**src/rtl/cfg_seq_pkg.sv**
```systemverilog
package cfg_seq_pkg;
  localparam int BYTE_W = 8;
  localparam int BIT_IDX_W = $clog2(BYTE_W);

  typedef logic [BYTE_W-1:0] cfg_byte_t;

  // array content as a closed-form function of the address
  function automatic cfg_byte_t cfg_rom_byte(input int unsigned a);
    int unsigned v;
    v = (a * 29 + 32'h5A) ^ (a >> 3);
    return cfg_byte_t'(v);
  endfunction
endpackage

```
**src/rtl/cfg_rom.sv**
```systemverilog
module cfg_rom
  import cfg_seq_pkg::*;
#(
  parameter int DEPTH  = 64,
  parameter int ADDR_W = 6
) (
  input  logic [ADDR_W-1:0] addr,
  output cfg_byte_t         rd_byte
);
  cfg_byte_t mem [DEPTH];

  for (genvar i = 0; i < DEPTH; i++) begin : g_word
    assign mem[i] = cfg_rom_byte(i);
  end

  assign rd_byte = mem[addr];
endmodule

```
**src/rtl/cfg_addr_ctr.sv**
```systemverilog
module cfg_addr_ctr
  import cfg_seq_pkg::*;
#(
  parameter int REV_W     = 2,
  parameter int REV_BYTES = 16,
  parameter int ADDR_W    = 6
) (
  input  logic                 clk,
  input  logic                 oe_rst,
  input  logic                 run,
  input  logic                 busy,
  input  logic [REV_W-1:0]     rev_in,
  input  logic                 par_in,
  output logic [ADDR_W-1:0]    addr_q,
  output logic [BIT_IDX_W-1:0] bit_q,
  output logic                 par_q,
  output logic                 done_q
);
  localparam logic [BIT_IDX_W-1:0] LAST_BIT = BIT_IDX_W'(BYTE_W - 1);

  logic [ADDR_W-1:0] base_d, base_q, last_q;
  logic              adv, byte_end;

  assign base_d   = ADDR_W'(rev_in) * ADDR_W'(REV_BYTES);
  assign last_q   = base_q + ADDR_W'(REV_BYTES - 1);
  assign adv      = run && !done_q && (!par_q || !busy);
  assign byte_end = par_q || (bit_q == LAST_BIT);

  always_ff @(posedge clk) begin
    if (!oe_rst) begin
      base_q <= base_d;
      addr_q <= base_d;
      par_q  <= par_in;
      bit_q  <= '0;
      done_q <= 1'b0;
    end else if (adv) begin
      if (byte_end) begin
        bit_q <= '0;
        if (addr_q == last_q) done_q <= 1'b1;
        else                  addr_q <= addr_q + 1'b1;
      end else begin
        bit_q <= bit_q + 1'b1;
      end
    end
  end

  a_r6_busy_hold: assert property (@(posedge clk) disable iff (!oe_rst)
    (par_q && busy) |=> ($stable(addr_q) && $stable(done_q)));

  a_r7_done_sticky: assert property (@(posedge clk) disable iff (!oe_rst)
    done_q |=> done_q);

  a_r3_in_region: assert property (@(posedge clk) disable iff (!oe_rst)
    $past(oe_rst) |-> (addr_q >= base_q && addr_q <= last_q));

  a_r4_bit_before_byte: assert property (@(posedge clk) disable iff (!oe_rst)
    (!par_q && bit_q != LAST_BIT) |=> $stable(addr_q));

  a_r8_sampled_once: assert property (@(posedge clk) disable iff (!oe_rst)
    $past(oe_rst) |-> ($stable(par_q) && $stable(base_q)));

  a_r10_pause_hold: assert property (@(posedge clk) disable iff (!oe_rst)
    !run |=> ($stable(addr_q) && $stable(bit_q)));
endmodule

```
**src/rtl/cfg_out_fmt.sv**
```systemverilog
module cfg_out_fmt
  import cfg_seq_pkg::*;
(
  input  cfg_byte_t            cur_byte,
  input  logic [BIT_IDX_W-1:0] bit_idx,
  input  logic                 par_q,
  input  logic                 active,
  output cfg_byte_t            data_out,
  output logic                 data_vld
);
  localparam logic [BIT_IDX_W-1:0] TOP_BIT = BIT_IDX_W'(BYTE_W - 1);

  logic ser_bit;

  assign ser_bit = cur_byte[TOP_BIT - bit_idx];

  always_comb begin
    data_out = '0;
    if (active) begin
      if (par_q) data_out = cur_byte;
      else       data_out[0] = ser_bit;
    end
  end

  assign data_vld = active;
endmodule

```
**src/rtl/cfg_stream_seq.sv**
```systemverilog
module cfg_stream_seq
  import cfg_seq_pkg::*;
#(
  parameter int REV_W     = 2,
  parameter int REV_BYTES = 16,
  parameter int INT_REV   = 2
) (
  input  logic             clk,
  input  logic             ce_n,
  input  logic             oe_rst,
  input  logic             cfg_req,
  input  logic             busy,
  input  logic [REV_W-1:0] rev_sel,
  input  logic             ext_sel,
  input  logic             par_mode,
  output logic [7:0]       data_out,
  output logic             data_vld,
  output logic             cas_en_n
);
  localparam int NUM_REV = 2 ** REV_W;
  localparam int DEPTH   = NUM_REV * REV_BYTES;
  localparam int ADDR_W  = $clog2(DEPTH);

  logic [REV_W-1:0]     rev_eff;
  logic                 run, active;
  logic [ADDR_W-1:0]    addr_q;
  logic [BIT_IDX_W-1:0] bit_q;
  logic                 par_q, done_q;
  cfg_byte_t            cur_byte;

  assign rev_eff = ext_sel ? rev_sel : REV_W'(INT_REV);
  assign run     = !ce_n && oe_rst && cfg_req;
  assign active  = run && !done_q;

  cfg_addr_ctr #(.REV_W(REV_W), .REV_BYTES(REV_BYTES), .ADDR_W(ADDR_W)) u_ctr (
    .clk    (clk),
    .oe_rst (oe_rst),
    .run    (run),
    .busy   (busy),
    .rev_in (rev_eff),
    .par_in (par_mode),
    .addr_q (addr_q),
    .bit_q  (bit_q),
    .par_q  (par_q),
    .done_q (done_q)
  );

  cfg_rom #(.DEPTH(DEPTH), .ADDR_W(ADDR_W)) u_rom (
    .addr    (addr_q),
    .rd_byte (cur_byte)
  );

  cfg_out_fmt u_fmt (
    .cur_byte (cur_byte),
    .bit_idx  (bit_q),
    .par_q    (par_q),
    .active   (active),
    .data_out (data_out),
    .data_vld (data_vld)
  );

  assign cas_en_n = !done_q;

  a_r7_handoff_quiet: assert property (@(posedge clk) disable iff (!oe_rst)
    $fell(cas_en_n) |-> !data_vld);

  a_r1_no_data_in_reset: assert property (@(posedge clk)
    !oe_rst |-> !data_vld);
endmodule

```
**config.mk**
```make
export PLATFORM = sky130hd
export DESIGN_NAME = cfg_stream_seq
export DESIGN_NICKNAME = d
export VERILOG_FILES = /design/src/rtl/cfg_seq_pkg.sv /design/src/rtl/cfg_rom.sv /design/src/rtl/cfg_addr_ctr.sv /design/src/rtl/cfg_out_fmt.sv /design/src/rtl/cfg_stream_seq.sv
export SDC_FILE = /design/constraint.sdc
export NUM_CORES = 1
export LEC_CHECK = 0
export ABC_AREA = 1
export CORE_ASPECT_RATIO = 0.75
export CORE_MARGIN = 4
export CORE_UTILIZATION = 30
export DETAILED_ROUTE_END_ITERATION = 16
export SYNTH_ARGS = -nofsm -noshare
export SYNTH_HDL_FRONTEND = slang
export SYNTH_SLANG_ARGS = --single-unit
```
**constraint.sdc**
```tcl
create_clock -name clk -period 2.8 [get_ports clk]
set_input_delay 0.42 -clock clk [delete_from_list [all_inputs] [get_ports clk]]
set_output_delay 0.42 -clock clk [all_outputs]
set_load 0.05 [all_outputs]
```
# After elaboration in Yosys (flattened, before gate mapping)
# Memories as Yosys holds them, arrays and structs flattened.
# Index checks and enable logic that the tools add are counted.
totals:
  reg_bits: 13
  romBits: 512
  in_bits: 9
  memories: 1
  out_inout_bits: 10
  elab_cells: 46
mem_list:
  columns: ["memory", "depth", "word_bits", "rd", "rd_clocked_by_memory_dff", "write_ports", "line_no", "rtl"]
  rows:
  - ["(name not given)", 64, 8, 1, 0, 0, "cfg_rom.sv:16", "assign rd_byte = mem[addr];"]
classes:
  bitwise: 2
  reduce_logical: 13
  n_eq_ne: 5
  addsub: 4
  magnitude_cmp: 2
  n_mux: 13
ops:
  columns: ["cell", "count"]
  rows:
  - ["6-bit two-way mux", 4]
  - ["8-bit two-way mux", 3]
  - ["3-bit AND reduction", 3]
  - ["7-bit >= comparator, second input constant", 1]
  - ["7-bit two-way mux", 1]
  - ["6-bit inverter with 7-bit output", 1]
  - ["6-bit by 1-bit adder with 6-bit output, second input constant", 1]
  - ["6-bit by 4-bit adder with 6-bit output, second input constant", 1]
  - ["6-bit == test", 1]
  - ["1-bit logical AND", 4]
  - ["1-bit zero test", 4]
  - ["3-bit by 4-bit < comparator with 1-bit output, second input constant", 1]
  - ["2-bit by 1-bit != test with 1-bit output, second input constant", 2]
  - ["3-bit by 1-bit adder with 3-bit output, second input constant", 1]
  - ["1-bit binary-select mux with 3-bit select", 1]
  - ["3-bit == test, second input constant", 1]
  - ["3-bit two-way mux", 1]
  - ["3-bit subtractor, first input constant", 1]
  - ["1-bit logical OR", 2]
  - ["1-bit two-way mux", 2]
  - ["2-bit two-way mux", 1]
  - ["2-bit != test, second input constant", 1]
  - ["1-bit inverter", 1]

# Depth between registers and ports, before layout
# Gate-level depths: netlist of run 1.
depth:
  word_depth: 8
  depth_mapped: 13
  mapped_depth_nobuf: 13

# Hierarchy
# From an unflattened synthesis of run 1, not the netlist that was laid out.
unflattened:
  cells_unflattened: 228
  hier_area_um2: 1440.1
by_module_without_submodules:
  columns: ["mod", "n_inst", "cells_each", "area_per_inst_um2", "seq_area_each_um2"]
  rows:
  - ["cfg_addr_ctr", 1, 74, 664.4, 310.3]
  - ["cfg_rom", 1, 109, 581.8, 0.0]
  - ["cfg_out_fmt", 1, 37, 157.7, 0.0]
  - ["cfg_stream_seq", 1, 8, 36.3, 0.0]

# Least setup slack after synthesis of run 1
# Ideal clock, no wire load.
synth_timing:
  kind: "reg2out"
  startpoint: "register u_ctr.addr_q[0]"
  endpoint: "output port data_out[0]"
  arrival_time_ns: 2.525
  path_buffers: 0
  path_stages_with_launch: 11
  slack_ns: -0.145
  required_ns: 2.380
  cell_sequence: "dfxtp_1 > inv_1 > ha_1 > inv_1 > nand2_1 > nand2_1 > xor2_1 > or2_2 > nand3_1 > a21oi_1 > a21oi_1"
synth_via:
  elab_chain_cells: 8
synth_lines:
  columns: ["item", "line_no", "rtl"]
  rows:
  - ["start: declaration", "cfg_addr_ctr.sv:14", "output logic [ADDR_W-1:0] addr_q,"]
  - ["start signal: assignment", "cfg_addr_ctr.sv:32", "addr_q <= base_d;"]
  - ["start signal: assignment", "cfg_addr_ctr.sv:40", "else addr_q <= addr_q + 1'b1;"]
  - ["6-bit inverter with 7-bit output (not written as such) *", "cfg_rom.sv:16", null]
  - ["memory 64 x 8 bit *", null, null]
  - ["8-bit two-way mux (not written as such) * (2 in a row)", "cfg_rom.sv:16", null]
  - ["1-bit binary-select mux with 3-bit select", "cfg_out_fmt.sv:15", "assign ser_bit = cur_byte[TOP_BIT - bit_idx];"]
  - ["1-bit two-way mux (not written as such)", "cfg_out_fmt.sv:15", null]
  - ["1-bit two-way mux *", "cfg_out_fmt.sv:20", "if (par_q) data_out = cur_byte;"]
  - ["8-bit two-way mux *", "cfg_out_fmt.sv:19", "if (active) begin"]
  - ["end: declaration", "cfg_stream_seq.sv:16", "output logic [7:0] data_out,"]
# Mark *: on every way between the ends. The rest lies on a longest branch, timed or not. The select of a mux whose other input is x is not followed.

# Final worst setup path of run 1
# Ends and elaborated chain as after synthesis.

==> results.py, run 1 <==
metrics = {
    "setup_path": {
        "path_class": "register to output pin",
        "cp-end-kind": "output pin",
        "cpPeakStageDelay_ps": 370,
        "crit_fanout": 5,
        "crit_required_ps": 2380,
        "arrival_ps": 2130,
        "path_cells": "inv_1 > ha_1 > inv_1 > nand2_1 > nand2_1 > xor2_1 > or2_2 > nand3_1 > a21oi_1 > a21oi_2 > buf_12",
        "critPathSlowestCell": "ha_1",
        "critPathLaunchType": "register",
    },
    "power_and_ir_drop": {
        "power_density_mw_per_mm2": 303,
        "power_leakage_nw": 0.837,
        "irDropWorstVdd_mv": 0.191,
    },
    "floorplan": {
        "start_util_pct": 32.3,
        "io_pins": 19,
        "core_area_mm2": 0.00423,
        "chipWidth_um": 86.0,
        "die_h_um": 66.5,
        "rows": 20,
        "dieArea_mm2": 0.00571,
    },
    "timing": {
        "grt_setup_unrepaired": "false",
        "maxSlewViolCount": 0,
        "maxSlewHeadroom_pct": 65.4,
        "tns_ps": 0,
        "max_freq_ghz": 0.392,
        "fin_crit_sh_pct": 91.1,
        "worst_pin_slew_ps": 520,
        "finClkSkew_ps": 3.00,
        "finalSetupViolCount": 0,
        "period_needed_ps": 2550,
        "final-hold-violation-count": 0,
    },
    "yosys": {
        "synth_area_mm2": 0.00137,
        "syn_inst": 211,
        "yosysWarnings": 0,
        "yosysUniqueCellTypes": 29,
        "syn_avg_cell_area_um2": 6.48,
        "seq_area_frac_synth_pct": 22.7,
        "synth_nets": 234,
        "synth_seq_cells": 13,
    },
    "hold_path": {
        "hold_class": "register to register",
    },
    "clocking": {
        "numCtsBuffers": 3,
        "clk_latency_ps": 240,
        "clkSinkCount": 13,
        "post_cts_buffers": 0,
        "postCtsHoldBufs": 0,
        "cts-root-buf": "clkbuf_8",
        "max-clock-path-buffers": 2,
        "cts_resized": 0,
        "h-tree-depth": 1,
        "cts_tree": "yes",
        "clk_pin_slew_worst_paths_ps": 60,
    },
    "cells_and_area": {
        "final_core_util_pct": 41.5,
        "final_cell_mix": "nand2_1, nand3_1, inv_1",
        "final_common_cell": "nand2_1",
        "areaGrowthSynthToFinish_pct": 28.5,
        "fillCellCount": 454,
        "multi_input_area_um2": 925,
        "diodes": 0,
        "layout.nets": 258,
        "fin_cells": 289,
        "drive_gt1_share_pct": 13.7,
        "register_area_um2": 310,
    },
    "routing": {
        "vias": 1383,
        "dr.pass1.iters": 4,
        "via_per_inst": 4.79,
        "wl_per_cell_um": 12.0,
        "drt_iter0_drc": 105,
        "wl_um": 3460,
        "ant_nets": 0,
        "route.detailed.drc": 0,
    },
    "run": {
        "maxCapViolCount": 0,
    },
    "grt": {
        "grt_max_degree": 16,
        "grt_pass1_wl_um": 5810,
        "antenna_found_initial": 0,
        "grt-ovfl-total": 0,
        "grt_pass1_vias": 1263,
        "grt.total_usage_pct": 12.7,
    },
    "status": {
        "status": "complete, no violations",
    },
    "placement": {
        "io_buffer_count": 18,
        "place_hpwl_um": 2710,
        "gp_congestion": 0.880,
        "dp.cells": 285,
    },
}
## final timing paths
path                                 from                         to  slack (ps)  depth (start not counted)
max reg2reg   u_ctr.bit_q[0]$_SDFFE_PN0P_  u_ctr.addr_q[4]$_DFFE_PP_        1190                          6
min reg2reg     u_ctr.done_q$_SDFFE_PN0P_  u_ctr.done_q$_SDFFE_PN0P_         480                          2
max          u_ctr.addr_q[0]$_SDFFE_PN0P_                data_out[0]         250                         11
min             u_ctr.done_q$_SDFFE_PN0P_  u_ctr.done_q$_SDFFE_PN0P_         480                          2
## synthesized netlist by cell type
cell type  count  area share, %
o22ai_1        1           0.46
a21oi_1       17            6.2
buf_2          4            1.5
or2_2          2           0.91
inv_1         24            6.6
nor2_4         2            1.6
dfxtp_1        8             12
and3_1         1           0.46
buf_4          1           0.55
nand2_2        2           0.91
and2_1         1           0.46
buf_6          1           0.82
ha_1          14             13
inv_2          2           0.55
nor3_1         1           0.37
o21ai_0        5            1.8
nand2_4        2            1.6
nor3_4         1            1.2
nand3_2        1           0.73
nand2_1       69             19
a211oi_1       2            1.1
o211ai_1       1           0.55
nor2_1         9            2.5
nand4_1        1           0.46
xnor2_1        1           0.64
xor2_1         5            3.2
edfxtp_1       5             11
nor4_1         1           0.46
nand3_1       27            9.9
## critical path: cells and delay by family (launching register included)
family | cells | cell delay, ps
compound gates | 2 | 270
flops | 1 | 330
xor+xnor | 1 | 150
buf+inv | 3 | 280
fa+ha+maj | 1 | 370
simple gates | 4 | 500
## report_power, final
part,switching [mW],internal (mW)
combinational,0.0861,0.0601
clock,0.0677,0.101
sequential,0.0118,0.206
total,0.166,0.367
## cell families after synthesis
| family | synth area share, % |
|---|---|
| AO/OA/AOI/OAI | 10.2 |
| adder cells (fa/ha/maj) | 12.8 |
| buffers and inverters | 9.97 |
| AND/OR/NAND/NOR | 40.5 |
| XOR/XNOR | 3.84 |
| flip-flops | 22.7 |
## flip-flops by register name (all words and copies together), names as in the netlist
register      flops
u_ctr.bit_q       3
u_ctr.par_q       1
u_ctr.base_q      2
u_ctr.done_q      1
u_ctr.addr_q      6
## layout make-up
type	count	area share, %
sequential	13	17.7
timing repair buffer	25	17.7
tap	55	3.92
multi-input combinational	166	52.6
inverter	26	5.56
clock buffer	4	2.56
## metrics by stage
| step | power [mW] | worst slack (ps) | instance area, um^2 | hold WS, ps |
|---|---|---|---|---|
| after floorplan | 0.316 | 153 | 1370 | 469 |
| after global placement | 0.367 | 510 | 1710 | 475 |
| after detailed placement | 0.369 | 481 | 1710 | 468 |
| after CTS | 0.535 | 243 | 1760 | 481 |
| after global routing | 0.564 | 125 | 1760 | 516 |
| final | 0.533 | 249 | 1760 | 478 |
## metal layers
layer,wire (um),track usage [%],up-vias
met1,1730,18.8,608
li1,-,-,729
met3,214,1.48,4
met4,25,3.95,0
met5,0,0,-
met2,1500,18.9,42
No activity file was read; power rests on OpenSTA's default activity.
==> run 2: changes to the inputs <==
CORE_UTILIZATION = 55   (was 30)
PLACE_DENSITY = 0.8   (was not set)
SKIP_LAST_GASP = 1   (was not set)
==> run 2 against run 1 <==
Effect of this change: non-clock buffer count shrank 2; count of clock-buffer cells in the layout stayed put; clock power fell by 32%; final cell count shrank 8.0%; combinational power about the same; die area down 41%; global-route usage rose by 9.3 points; worst setup slack got worse by 47 ps; cell area decreased by 2.3%; first-iteration DRC count is 29% higher; worst hold slack improved by 5.7 ps.
==> results.py, run 2 (same netlist as run 1, synthesis figures left out) <==
metrics = {
    "status": {
        "status": "complete, no violations",
    },
    "floorplan": {
        "rows": 15,
        "die_h_um": 51.2,
        "core_area_mm2": 0.00233,
        "dieArea_mm2": 0.00336,
        "io_pins": 19,
        "start_util_pct": 58.8,
        "chipWidth_um": 65.6,
    },
    "cells_and_area": {
        "diodes": 0,
        "register_area_um2": 318,
        "top_regs": "u_ctr.addr_q (6), u_ctr.bit_q (3), u_ctr.base_q (2)",
        "final_cell_mix": "nand2_1, nand3_1, inv_1",
        "top_register": "u_ctr.addr_q",
        "multi_input_area_um2": 937,
        "largest_reg_flops": 6,
        "layout.nets": 256,
        "fillCellCount": 203,
        "areaGrowthSynthToFinish_pct": 25.5,
        "fin_cells": 266,
        "final_common_cell": "nand2_1",
        "drive_gt1_share_pct": 14.2,
    },
    "routing": {
        "wl_met2_um": 1490,
        "ant_nets": 0,
        "wl_per_cell_um": 12.6,
        "dr.pass1.iters": 5,
        "via_per_inst": 5.36,
        "top_layer": "met4",
        "wl_met1_um": 1620,
        "wl_um": 3360,
        "drt_iter0_drc": 135,
        "vias": 1427,
        "route.met3.wl_um": 194,
        "route.detailed.drc": 0,
    },
    "setup_path": {
        "crit_end": "data_out[0]",
        "critPathLaunch": "u_ctr.addr_q[0]$_SDFFE_PN0P_",
        "crit_fanout": 11,
        "path_class": "register to output pin",
        "r2r-end": "u_ctr.addr_q[0]$_SDFFE_PN0P_",
        "crit_required_ps": 2380,
        "critPathLaunchType": "register",
        "arrival_ps": 2180,
        "r2r-start": "u_ctr.bit_q[0]$_SDFFE_PN0P_",
        "reg2regPathDepth": 7,
        "cp-end-kind": "output pin",
        "r2r_slack_ps": 1140,
    },
    "grt": {
        "grt_pass1_wl_um": 5740,
        "grt-ovfl-total": 0,
        "grt.total_usage_pct": 22.0,
        "antenna_found_initial": 0,
        "grt_max_degree": 16,
        "grt_pass1_vias": 1299,
    },
    "timing": {
        "fin_crit_sh_pct": 92.8,
        "maxSlewHeadroom_pct": 67.3,
        "final-hold-violation-count": 0,
        "max_freq_ghz": 0.385,
        "timing.hold.ws_ps": 483,
        "period_needed_ps": 2600,
        "tns_ps": 0,
        "grt_setup_unrepaired": "false",
        "worst_pin_slew_ps": 489,
        "maxSlewViolCount": 0,
        "finClkSkew_ps": 6.43,
        "finalSetupViolCount": 0,
    },
    "clocking": {
        "clk_latency_ps": 280,
        "numCtsBuffers": 3,
        "clk_pin_slew_worst_paths_ps": 80,
        "clkSinkCount": 13,
        "h-tree-depth": 1,
        "post_cts_buffers": 0,
        "cts-root-buf": "clkbuf_4",
        "cts_tree": "yes",
        "max-clock-path-buffers": 2,
    },
    "run": {
        "maxCapViolCount": 0,
    },
    "placement": {
        "place_hpwl_um": 2740,
        "dp.cells": 262,
        "gp_congestion": 0.936,
        "io_buffer_count": 18,
    },
    "power_and_ir_drop": {
        "power_leakage_nw": 0.821,
        "power_density_mw_per_mm2": 278,
        "irDropWorstVdd_mv": 0.263,
        "power.total_uw": 477,
    },
    "hold_path": {
        "hold_class": "register to register",
    },
}
==> run 2: cell type report <==
class	count	share of cell area (%)
Clock buffer	4	1.53
Inverter	26	5.69
Multi-Input combinational cell	166	54.6
Sequential cell	13	18.5
Tap cell	34	2.48
Timing Repair Buffer	23	17.2
==> run 2: worst min-delay path by stage <==
stage	cells after the start	endpoint	from
finish	2	u_ctr.done_q$_SDFFE_PN0P_	u_ctr.done_q$_SDFFE_PN0P_
detailed placement	2	u_ctr.done_q$_SDFFE_PN0P_	u_ctr.done_q$_SDFFE_PN0P_
CTS	2	u_ctr.done_q$_SDFFE_PN0P_	u_ctr.done_q$_SDFFE_PN0P_
global route	2	u_ctr.done_q$_SDFFE_PN0P_	u_ctr.done_q$_SDFFE_PN0P_
floorplan	2	u_ctr.bit_q[2]$_SDFFE_PN0P_	u_ctr.bit_q[2]$_SDFFE_PN0P_
global placement	2	u_ctr.done_q$_SDFFE_PN0P_	u_ctr.done_q$_SDFFE_PN0P_
==> run 2: where the power goes <==
group / switching [mW] / total [mW] / leakage (nW) / internal (mW)
clock network: 0.0587 / 0.114 / 0.0150 / 0.0552
registers: 0.0138 / 0.219 / 0.116 / 0.205
logic: 0.0844 / 0.145 / 0.690 / 0.0604
==> run 2: stage by stage <==
stage | utilization (%) | area, um^2 | setup WS [ps]
after global placement | 71.8 | 1670 | 328
after detailed placement | 71.8 | 1670 | 241
after CTS | 73.0 | 1700 | 84.4
after floorplan | - | 1370 | 153
final | 73.8 | 1720 | 202
after global routing | 73.8 | 1720 | 34.2
==> run 2: metal layers <==
layer,up-vias,global-route usage [%]
met5,-,0
met4,0,8.28
met3,8,3.30
met2,50,31.8
met1,646,32.7
li1,723,-
==> run 2: repair_timing <==
| item | in CTS | in global routing |
|---|---|---|
| setup endpoints to repair | 1 | 1 |
| resized for setup | 2 | 3 |
| hold buffers | 0 | 0 |
==> run 2: critical path: stages, from the launching register on <==
cell and delay [ps]:
dfxtp_4 410, inv_1 100, ha_4 300, inv_1 50, nand2_1 70, nand2_1 70
xor2_1 150, or2_2 270, nand3_1 70, a21oi_1 70, a21oi_2 190, buf_12 150
==> run 3: changes to the inputs <==
CORE_ASPECT_RATIO = not set   (was 0.75)
==> run 3 against run 2 <==
Effect of this change: sequential power barely moved; maximum frequency fell by 1.6%; clock power hardly changed; critical path depth stayed put; combinational power about the same; largest cell class unchanged.
==> results.py, run 3 (same netlist as run 1, synthesis figures left out) <==
metrics = {
    "grt": {
        "grt-ovfl-total": 0,
        "grt_max_degree": 15,
        "grt.total_usage_pct": 21.0,
        "grt_pass1_vias": 1351,
        "grt_pass1_wl_um": 5670,
        "antenna_found_initial": 0,
    },
    "floorplan": {
        "dieArea_mm2": 0.00335,
        "die_h_um": 57.9,
        "chipWidth_um": 57.9,
        "rows": 17,
        "start_util_pct": 59.5,
        "io_pins": 19,
        "core_area_mm2": 0.00230,
    },
    "power_and_ir_drop": {
        "power_density_mw_per_mm2": 281,
        "p_seq_share_pct": 45.8,
        "p_switching_uw": 158,
        "irDropWorstVdd_mv": 0.410,
        "power.total_uw": 478,
        "internal-power_uw": 320,
        "switching_share_pct": 33.0,
        "clkPwrFrac_pct": 24.0,
        "power_leakage_nw": 0.816,
        "p_comb_share_pct": 30.2,
    },
    "cells_and_area": {
        "diodes": 0,
        "final_common_cell": "nand2_1",
        "top_regs": "u_ctr.addr_q (6), u_ctr.bit_q (3), u_ctr.base_q (2)",
        "layout.nets": 255,
        "areaGrowthSynthToFinish_pct": 24.4,
        "stdcell_area_mm2": 0.00170,
        "final_cell_mix": "nand2_1, nand3_1, inv_1",
        "drive_gt1_share_pct": 13.9,
        "top_register": "u_ctr.addr_q",
        "final_core_util_pct": 74.1,
        "largest_reg_flops": 6,
    },
    "setup_path": {
        "arrival_ps": 2220,
        "path_cells": "inv_1 > ha_4 > inv_1 > nand2_1 > nand2_1 > xor2_1 > or2_2 > nand3_1 > a21oi_1 > a21oi_2 > buf_12",
        "crit_fanout": 9,
        "cp-end-kind": "output pin",
        "path_class": "register to output pin",
        "path_buf_inv": 3,
        "critPathSlowestCell": "dfxtp_4",
        "crit_family": "simple AND/OR/NAND/NOR gates",
        "crit_required_ps": 2380,
        "cpPeakStageDelay_ps": 410,
        "critPathLaunchType": "register",
    },
    "timing": {
        "worst_pin_slew_ps": 505,
        "final-hold-violation-count": 0,
        "finalSetupViolCount": 0,
        "period_needed_ps": 2640,
        "timing.hold.ws_ps": 526,
        "maxSlewViolCount": 0,
        "grt_setup_unrepaired": "false",
        "max_freq_ghz": 0.379,
        "maxSlewHeadroom_pct": 66.3,
        "tns_ps": 0,
        "finClkSkew_ps": 6.12,
        "fin_crit_sh_pct": 94.3,
    },
    "placement": {
        "io_buffer_count": 18,
        "place_hpwl_um": 2620,
        "gp_congestion": 0.914,
        "dpl-instance-area_mm2": 0.00166,
    },
    "routing": {
        "ant_nets": 0,
        "route.detailed.drc": 0,
        "drt_iter0_drc": 57,
        "wl_per_cell_um": 13.2,
        "wl_um": 3430,
        "vias": 1435,
        "via_per_inst": 5.54,
        "dr.pass1.iters": 4,
    },
    "clocking": {
        "cts_resized": 2,
        "cts_tree": "yes",
        "clkSinkCount": 13,
        "clk_latency_ps": 280,
        "h-tree-depth": 1,
        "postCtsHoldBufs": 0,
        "max-clock-path-buffers": 2,
        "cts-root-buf": "clkbuf_4",
        "post_cts_buffers": 0,
        "clk_pin_slew_worst_paths_ps": 80,
        "numCtsBuffers": 3,
    },
    "status": {
        "status": "complete, no violations",
    },
    "run": {
        "maxCapViolCount": 0,
    },
    "hold_path": {
        "hold_class": "register to register",
    },
}
==> run 3: cell count changes in the layout (fill, tap and decap cells not counted) <==
cell   delta
buf_4     -1
==> run 3: final timing paths <==
kind	start	to	slack (ps)	cells after the start
max	u_ctr.addr_q[1]$_SDFFE_PN0P_	data_out[0]	160	11
min reg2reg	u_ctr.done_q$_SDFFE_PN0P_	u_ctr.done_q$_SDFFE_PN0P_	530	2
max reg2reg	u_ctr.bit_q[0]$_SDFFE_PN0P_	u_ctr.addr_q[5]$_DFFE_PP_	1170	6
min	u_ctr.done_q$_SDFFE_PN0P_	u_ctr.done_q$_SDFFE_PN0P_	530	2
==> run 3: cell type report <==
type / count / area [um^2]
Tap cell: 28 / 35.0
Multi-Input combinational cell: 166 / 937
Clock buffer: 4 / 26.3
Sequential cell: 13 / 318
Timing Repair Buffer: 22 / 288
Inverter: 26 / 97.6
Fill cell: 191 / 596
==> run 3: power by group through the flow <==
stage | Clock, mW | Sequential [mW] | Combinational [mW]
final | 0.115 | 0.219 | 0.144
after global routing | 0.129 | 0.220 | 0.159
after CTS | 0.119 | 0.220 | 0.141
after detailed placement | 0 | 0.224 | 0.141
after global placement | 0 | 0.223 | 0.137
after floorplan | 0 | 0.219 | 0.0977
==> run 3: worst reg2reg max path, delay by kind of cell, from the launching register on <==
family                   cells  cell delay, ps
AND/OR/NAND/NOR              4             610
flip-flops                   1             380
adder cells (fa/ha/maj)      2             400
==> run 3: metrics by stage <==
step / instances / setup slack, ps
final: 259 / 159
after global routing: 259 / 46.5
after CTS: 259 / 63.1
after detailed placement: 255 / 244
after global placement: 255 / 335
after floorplan: 211 / 153
==> run 3: metal layers <==
layer / vias up / wire length, um / GRT usage (%)
met1: 647 / 1510 / 26.2
li1: 720 / - / -
met3: 14 / 183 / 2.90
met4: 0 / 104 / 9.27
met5: - / 0 / 0
met2: 54 / 1630 / 35.6
